[src/rtl/mvic_pkg.sv]
`timescale 1ns/1ps
package mvic_pkg;
   localparam int PSW_W      = 8;
   localparam int IE_POS     = 7;
   localparam int ZF_POS     = 6;
   localparam int AC_POS     = 4;
   localparam int CY_POS     = 0;
   localparam logic [PSW_W-1:0] PSW_RST     = 8'h02;
   localparam logic [PSW_W-1:0] PSW_FORCE1  = 8'h02;
   localparam logic [PSW_W-1:0] PSW_FORCE0  = 8'h2C;

   // Command bundle steering the status register for one cycle.
   typedef struct packed {
      logic             byte_we;
      logic [PSW_W-1:0] byte_d;
      logic             bit_we;
      logic [2:0]       bit_sel;
      logic             bit_d;
      logic             en_set;
      logic             en_clr;
      logic             take;
   } psw_cmd_t;

   function automatic logic [PSW_W-1:0] psw_legal(input logic [PSW_W-1:0] v);
      return (v & ~PSW_FORCE0) | PSW_FORCE1;
   endfunction
endpackage

[src/rtl/mvic_flags.sv]
`timescale 1ns/1ps
module mvic_flags #(
   parameter int N_SRC = 8
) (
   input  logic             clk,
   input  logic             rst_n,
   input  logic [N_SRC-1:0] req_pulse,
   input  logic             flag_we,
   input  logic [N_SRC-1:0] flag_d,
   input  logic             mask_we,
   input  logic [N_SRC-1:0] mask_d,
   input  logic [N_SRC-1:0] clr_onehot,
   output logic [N_SRC-1:0] flag_q,
   output logic [N_SRC-1:0] mask_q,
   output logic [N_SRC-1:0] elig
);
   for (genvar i = 0; i < N_SRC; i++) begin : g_src
      logic base;
      assign base = flag_we ? flag_d[i] : flag_q[i];

      always_ff @(posedge clk) begin
         if (!rst_n) begin
            flag_q[i] <= 1'b0;
            mask_q[i] <= 1'b1;
         end else begin
            flag_q[i] <= (base & ~clr_onehot[i]) | req_pulse[i];
            if (mask_we) mask_q[i] <= mask_d[i];
         end
      end

      assign elig[i] = flag_q[i] & ~mask_q[i];
   end
endmodule

[src/rtl/mvic_prio.sv]
`timescale 1ns/1ps
module mvic_prio #(
   parameter int N_SRC = 8,
   parameter int VEC_W = $clog2(N_SRC)
) (
   input  logic [N_SRC-1:0] elig,
   output logic             any,
   output logic [N_SRC-1:0] grant,
   output logic [VEC_W-1:0] vec
);
   logic [N_SRC-1:0] above;

   assign above[0] = 1'b0;
   for (genvar i = 1; i < N_SRC; i++) begin : g_chain
      assign above[i] = above[i-1] | elig[i-1];
   end

   for (genvar i = 0; i < N_SRC; i++) begin : g_grant
      assign grant[i] = elig[i] & ~above[i];
   end

   assign any = |elig;

   always_comb begin
      vec = '0;
      for (int i = 0; i < N_SRC; i++) begin
         if (grant[i]) vec = vec | VEC_W'(i);
      end
   end
endmodule

[src/rtl/mvic_psw.sv]
`timescale 1ns/1ps
module mvic_psw
   import mvic_pkg::*;
(
   input  logic             clk,
   input  logic             rst_n,
   input  psw_cmd_t         cmd,
   output logic [PSW_W-1:0] psw_q
);
   logic [PSW_W-1:0] nxt;

   always_comb begin
      nxt = psw_q;
      if (cmd.byte_we) nxt = cmd.byte_d;
      if (cmd.bit_we)  nxt[cmd.bit_sel] = cmd.bit_d;
      if (cmd.en_set)  nxt[IE_POS] = 1'b1;
      if (cmd.en_clr)  nxt[IE_POS] = 1'b0;
      if (cmd.take)    nxt[IE_POS] = 1'b0;
      nxt = psw_legal(nxt);
   end

   always_ff @(posedge clk) begin
      if (!rst_n) psw_q <= PSW_RST;
      else        psw_q <= nxt;
   end
endmodule

[src/rtl/mvic_top.sv]
`timescale 1ns/1ps
module mvic_top
   import mvic_pkg::*;
#(
   parameter int N_SRC = 8,
   parameter int VEC_W = $clog2(N_SRC)
) (
   input  logic             clk,
   input  logic             rst_n,
   input  logic [N_SRC-1:0] req_pulse,
   input  logic             flag_wr_en,
   input  logic [N_SRC-1:0] flag_wr_data,
   input  logic             mask_wr_en,
   input  logic [N_SRC-1:0] mask_wr_data,
   input  logic             psw_wr_en,
   input  logic [7:0]       psw_wr_data,
   input  logic             psw_bit_we,
   input  logic [2:0]       psw_bit_sel,
   input  logic             psw_bit_val,
   input  logic             ie_set,
   input  logic             ie_clr,
   input  logic             ack_in,
   output logic             irq_out,
   output logic [VEC_W-1:0] irq_vec,
   output logic             stk_push,
   output logic [7:0]       stk_data,
   output logic [7:0]       psw_rd,
   output logic [N_SRC-1:0] flag_rd,
   output logic [N_SRC-1:0] mask_rd
);
   if (N_SRC < 2 || N_SRC > 32) begin : g_bad_nsrc
      $error("mvic_top: N_SRC must lie in 2..32");
   end
   if (VEC_W < $clog2(N_SRC)) begin : g_bad_vecw
      $error("mvic_top: VEC_W too narrow for N_SRC");
   end

   logic [N_SRC-1:0] elig, grant, clr_onehot;
   logic             any_elig, take;
   logic [7:0]       psw_q;
   psw_cmd_t         cmd;

   mvic_flags #(.N_SRC(N_SRC)) u_flags (
      .clk        (clk),
      .rst_n      (rst_n),
      .req_pulse  (req_pulse),
      .flag_we    (flag_wr_en),
      .flag_d     (flag_wr_data),
      .mask_we    (mask_wr_en),
      .mask_d     (mask_wr_data),
      .clr_onehot (clr_onehot),
      .flag_q     (flag_rd),
      .mask_q     (mask_rd),
      .elig       (elig)
   );

   mvic_prio #(.N_SRC(N_SRC), .VEC_W(VEC_W)) u_prio (
      .elig  (elig),
      .any   (any_elig),
      .grant (grant),
      .vec   (irq_vec)
   );

   assign irq_out    = any_elig & psw_q[IE_POS];
   assign take       = ack_in & irq_out;
   assign clr_onehot = grant & {N_SRC{take}};

   always_comb begin
      cmd.byte_we = psw_wr_en;
      cmd.byte_d  = psw_wr_data;
      cmd.bit_we  = psw_bit_we;
      cmd.bit_sel = psw_bit_sel;
      cmd.bit_d   = psw_bit_val;
      cmd.en_set  = ie_set;
      cmd.en_clr  = ie_clr;
      cmd.take    = take;
   end

   mvic_psw u_psw (
      .clk   (clk),
      .rst_n (rst_n),
      .cmd   (cmd),
      .psw_q (psw_q)
   );

   assign stk_push = take;
   assign stk_data = psw_q;
   assign psw_rd   = psw_q;
endmodule

[config.mk]
export PLATFORM = sky130hd
export DESIGN_NAME = mvic_top
export DESIGN_NICKNAME = d
export VERILOG_FILES = /design/src/rtl/mvic_pkg.sv /design/src/rtl/mvic_flags.sv /design/src/rtl/mvic_prio.sv /design/src/rtl/mvic_psw.sv /design/src/rtl/mvic_top.sv
export SDC_FILE = /design/constraint.sdc
export NUM_CORES = 1
export LEC_CHECK = 0
export CORE_ASPECT_RATIO = 1.25
export CORE_MARGIN = 2
export CORE_UTILIZATION = 38
export DETAILED_ROUTE_END_ITERATION = 8
export PLACE_DENSITY_LB_ADDON = 0.08
export SKIP_LAST_GASP = 1
export SYNTH_ARGS = -nofsm -noshare
export SYNTH_HDL_FRONTEND = slang
export SYNTH_SLANG_ARGS = --single-unit
[constraint.sdc]
create_clock -name clk -period 5.4 [get_ports clk]
set_clock_uncertainty 0.2 [all_clocks]
set_input_delay 1.35 -clock clk [delete_from_list [all_inputs] [get_ports clk]]
set_output_delay 1.35 -clock clk [all_outputs]
set_load 0.05 [all_outputs]
## Word level (Yosys, flattened, before mapping)

Index checks and enable logic that the tools add are counted.

| cells by class | value |
|---|---|
| $lt $le $gt $ge | 2 |
| mux-type cells | 21 |
| reductions and logical operators | 3 |
| bitwise logic cells | 64 |

Operators by type and width:

| cell | number |
|---|---|
| $and 1x1->1 | 25 |
| $not 1->1 | 24 |
| $mux 8 | 2 |
| $or 1x1->1 | 14 |
| $mux 3 | 4 |
| $mux 1 | 11 |
| $and 8x8->8 | 1 |
| $bwmux 8 | 1 |
| $reduce_or 8->1 | 1 |
| $lt 3x4->1 const B | 1 |
| $mux 2 | 2 |
| $demux 1 s3 | 1 |
| $ge 3x1->1 const B | 1 |
| $reduce_or 3->1 | 1 |
| $logic_and 1x1->1 | 1 |

| storage, ports and cells | value |
|---|---|
| register bits after elaboration | 24 |
| logic and storage cells | 109 |

## Longest topological paths before layout

| depth | value |
|---|---|
| word-level depth | 14 |
| mapped depth | 5 |
| mapped depth without buffers | 4 |

## Cells and area by module

A second synthesis with hierarchy kept.

| second synthesis, totals | value |
|---|---|
| cell total of the unflattened synthesis | 147 |
| area, all modules | 1293.7 um2 |

By module, submodules not included:

| module | instances | cells an instance | area an instance (um2) |
|---|---|---|---|
| mvic_flags | 1 | 76 | 740.7 |
| mvic_psw | 1 | 29 | 261.5 |
| mvic_prio | 1 | 24 | 146.4 |
| mvic_top | 1 | 18 | 145.1 |

## Least setup slack after synthesis

OpenSTA, ideal clock, no wires.

| timing path | value |
|---|---|
| path kind | flip-flop to output port |
| start point | register u_flags.mask_q[3] |
| end point | output irq_vec[0] |
| arrival | 2303 ps |
| stages on the path, launching flop included | 5 |
| buffers on the path | 1 |
| setup slack | 1547 ps |
| cell sequence | dfxtp_1 > and2b_2 > or4_4 > buf_6 > o221ai_1 |

| on the way | value |
|---|---|
| cells in the longest elaborated chain, start to end | 9 |

Ends and longest elaborated chain:

| item | line | text |
|---|---|---|
| from (decl) | mvic_flags.sv:14 | `output logic [N_SRC-1:0] mask_q,` |
| from (signal, indexed assignment) | mvic_flags.sv:27 | `if (mask_we) mask_q[i] <= mask_d[i];` |
| $not 1->1 * | mvic_flags.sv:31 | `assign elig[i] = flag_q[i] & ~mask_q[i];` |
| $and 1x1->1 * | mvic_flags.sv:31 |  |
| $or 1x1->1 (2 in a row) | mvic_prio.sv:15 | `assign above[i] = above[i-1] \| elig[i-1];` |
| $not 1->1 / $or 1x1->1 (equally long branches) | mvic_prio.sv:19, mvic_prio.sv:15 |  |
| $and 1x1->1 / $or 1x1->1 (equally long branches) | mvic_prio.sv:19, mvic_prio.sv:15 |  |
| $mux 3 / $not 1->1 (equally long branches) | mvic_prio.sv:27, mvic_prio.sv:19 |  |
| $mux 3 / $and 1x1->1 (equally long branches) | mvic_prio.sv:27, mvic_prio.sv:19 |  |
| $mux 3 * | mvic_prio.sv:27 | `if (grant[i]) vec = vec \| VEC_W'(i);` |
| to (decl) | mvic_top.sv:24 | `output logic [VEC_W-1:0] irq_vec,` |

Every way passes the cells marked *; elsewhere a longest branch is shown, timed or not.

## Worst setup path in the final report

| timing path | value |
|---|---|
| start point | input ack_in |
| end point | output stk_push |

| on the way | value |
|---|---|
| cells in the longest elaborated chain, start to end | 1 |

Ends and longest elaborated chain:

| item | line | text |
|---|---|---|
| from (decl) | mvic_top.sv:22 | `input logic ack_in,` |
| $and 1x1->1 | mvic_top.sv:65 | `assign take = ack_in & irq_out;` |
| to (decl) | mvic_top.sv:25 | `output logic stk_push,` |

Every way passes these cells.

==> impl_metrics.yaml <==
cts:
  cts_hold_buf: 0
  cts_buffer_depth: 2
  path_clk_slew_ps: 120
  root_buffer: "clkbuf_4"
  htree_levels: 1
  cts-buffers-inserted: 3
  post_cts_buffers: 0
  clkLatencyLatePin_ps: 310
  cts_sinks: 20
  cts_tree: "built"
  cts_resized: 0
critical_path:
  reg2reg_depth: 4
  worst_ep_arrival_time_ps: 2920
  required_ps: 3850
  r2r_start: "u_flags.mask_q[3]"
  cp_slowest_cell: "clkdlybuf4s50_1"
  critPathBufInv: 2
  worst_setup_path_end_kind: "primary output"
  rrSetupSlack_ps: 3660
  crit_path_max_fanout: 5
  critPathLaunchType: "primary input"
  crit_chain: "clkdlybuf4s50_1, nand2_1, nor2_1, clkdlybuf4s50_1"
  path_delay_family: "buffers and inverters"
  slowest_delay_ps: 820
  crit_top_cell: "clkdlybuf4s50_1"
  crit_type: "primary input to primary output"
  path_depth: 4
  reg2reg_to: "u_flags.flag_q[7]"
run:
  drv_cap: 0
outcome:
  status: "complete, no violations"
cells_and_area:
  n_fill_cell: 274
  drive_above_1_share_pct: 10.8
  antenna-diode-count: 0
  area_delta_synth_final_pct: 57.3
  num-nets-final: 240
  layoutNonFillerInstCount: 230
synth:
  syn-cell-area_mm2: 0.00121
  synth.distinct_cells: 34
  yosysTopAreaCell: "dfxtp_1"
  synth_area_per_cell_um2: 9.07
  yosysWarnings: 0
  synthTopCellsByArea: "dfxtp_1 33%, mux2i_1 13%, buf_4 7.5%"
  async_flop_share_pct: 0
  ys_seq_elements: 20
  synth_ff_type: "dfxtp_1"
  synth_edf_count: 0
  ys_seq_area_share_pct: 33.2
  synth.top_cell.area_share_pct: 33.2
  syn_inst: 133
floorplanning:
  core_area_mm2: 0.00297
  io_pins: 82
  die_area_mm2: 0.00364
  initial_core_util_pct: 40.6
  die_w_um: 54.4
  die_h_um: 67.0
  num_rows: 22
routing:
  drt_wl_total_um: 3100
  vias: 1126
  detail-route-antenna-nets: 0
  via_per_inst: 4.90
  first_pass_iters: 4
  wl_per_cell_um: 13.5
  drt_iter0_markers: 7
  drcViolationCount: 0
power_and_ir_drop:
  vdd_drop_max_uv: 145
  fin_total_pwr_uw: 467
  leakagePower_uw: 0.000794
  p_per_area_mw_per_mm2: 246
global_routing:
  grt_pass1_wl_um: 4890
  grt_max_degree: 22
  antenna_found_initial: 0
  gr-usage-all-layers_pct: 18.2
  grt-ovfl-total: 0
  first_global_vias: 1168
timing:
  fmax_mhz: 224
  finalSetupTns_ps: 0
  fin_crit_sh_pct: 82.9
  finalSetupViolCount: 0
  setup_ws_ps: 926
  tightest_slew_ps: 691
  rsz0062_at_grt: "no"
  slew_headroom_pct: 53.8
  period_minus_slack_ps: 4470
  final_hold_viol_count: 0
  hold_slack_ps: 320
  slew_viol_final: 0
place:
  post-place-ws_ps: 902
  globalplace.congestion: 0.735
  hpwl_um: 2490
  dp_cells: 226
  portBuffers: 69
min_path:
  hold_path_class: "register to register"
  holdPathStages: 2
  hold_path_end: "u_flags.mask_q[4]"
  min_from: "u_flags.mask_q[4]"
worst max-delay path by stage:
stage,startpoint,end,slack [ps]
after global routing,ack_in,stk_push,880
after CTS,ack_in,stk_push,900
final,ack_in,stk_push,930
after detailed placement,ack_in,stk_push,900
after floorplan,u_flags.mask_q[3],irq_vec[0],1550
after global placement,ack_in,stk_push,940
cell families after synthesis:
kind of cell / Yosys count / synth area share, %
AO/OA/AOI/OAI: 22 / 13.2
buffers and inverters: 18 / 9.96
flip-flops: 20 / 33.2
multiplexers: 20 / 17.0
other: 2 / 0.623
AND/OR/NAND/NOR: 51 / 26.0
synth_stat cells (2+ instances only):
| cell | count |
|---|---|
| a31oi_1 | 2 |
| dfxtp_1 | 20 |
| buf_4 | 12 |
| nand2_1 | 17 |
| mux2i_1 | 16 |
| a21oi_1 | 6 |
| nand4b_1 | 2 |
| and2b_2 | 4 |
| nand2b_1 | 3 |
| nor2b_4 | 2 |
| conb_1 | 2 |
| or2b_2 | 2 |
| nor2_1 | 7 |
| and2_1 | 2 |
| o211a_1 | 2 |
| clkbuf_1 | 5 |
| mux2_2 | 4 |
| nor2b_1 | 3 |
| nor3_1 | 3 |
| o21a_1 | 3 |
| o21ai_0 | 3 |
placed cells by master, fill, tap and decap left out, types with 2 or more instances in the layout:
master,n
conb_1,8
a21oi_1,6
nand2b_1,3
clkbuf_4,3
dfxtp_1,20
nand4b_1,2
and2_1,2
or2b_2,2
o21ai_0,3
nor2_1,7
nor2b_1,3
nand2_1,17
mux2i_1,16
mux2_2,4
clkdlybuf4s50_1,69
o21a_1,3
o211a_1,2
nor3_1,3
a31oi_1,2
and2b_2,4
nor2b_4,2
routing by layer:
layer | vias to the layer above | GRT usage, % | wire, um
met4 | 0 | 8.13 | 63
met3 | 7 | 3.81 | 226
li1 | 565 | - | -
met5 | - | 0 | 0
met1 | 504 | 18.5 | 1190
met2 | 50 | 33.9 | 1620
sequential cells by signal (all words and copies together) (netlist names):
signal          flops
u_flags.flag_q      8
u_flags.mask_q      8
u_psw.psw_q         4
power by group:
| part | internal [uW] | switching (uW) |
|---|---|---|
| clock | 75.1 | 49.8 |
| combinational | 73.7 | 102 |
| sequential | 158 | 8.32 |
per-stage QoR:
step	area (um2)	util, %
3_3_place_gp	1840	62.0
5_1_grt	1900	63.8
4_1_cts	1900	63.8
6_report	1900	63.8
2_1_floorplan	1230	-
3_5_place_dp	1840	62.0
layout make-up:
type,instances,area [um2],area share [%]
multi-input cells,101,708,37.3
flip-flops and latches,20,400,21.1
clock buffers,3,22.5,1.19
well taps,36,45.0,2.37
repair buffers,69,691,36.4
clock inverters,1,30.0,1.58
tightest hold or removal path, cell delays in order, from the launching register on:
cell and delay (ps):
dfxtp_1 370, mux2i_1 70, nand2_1 60
Power figures use the tool's default switching activity.
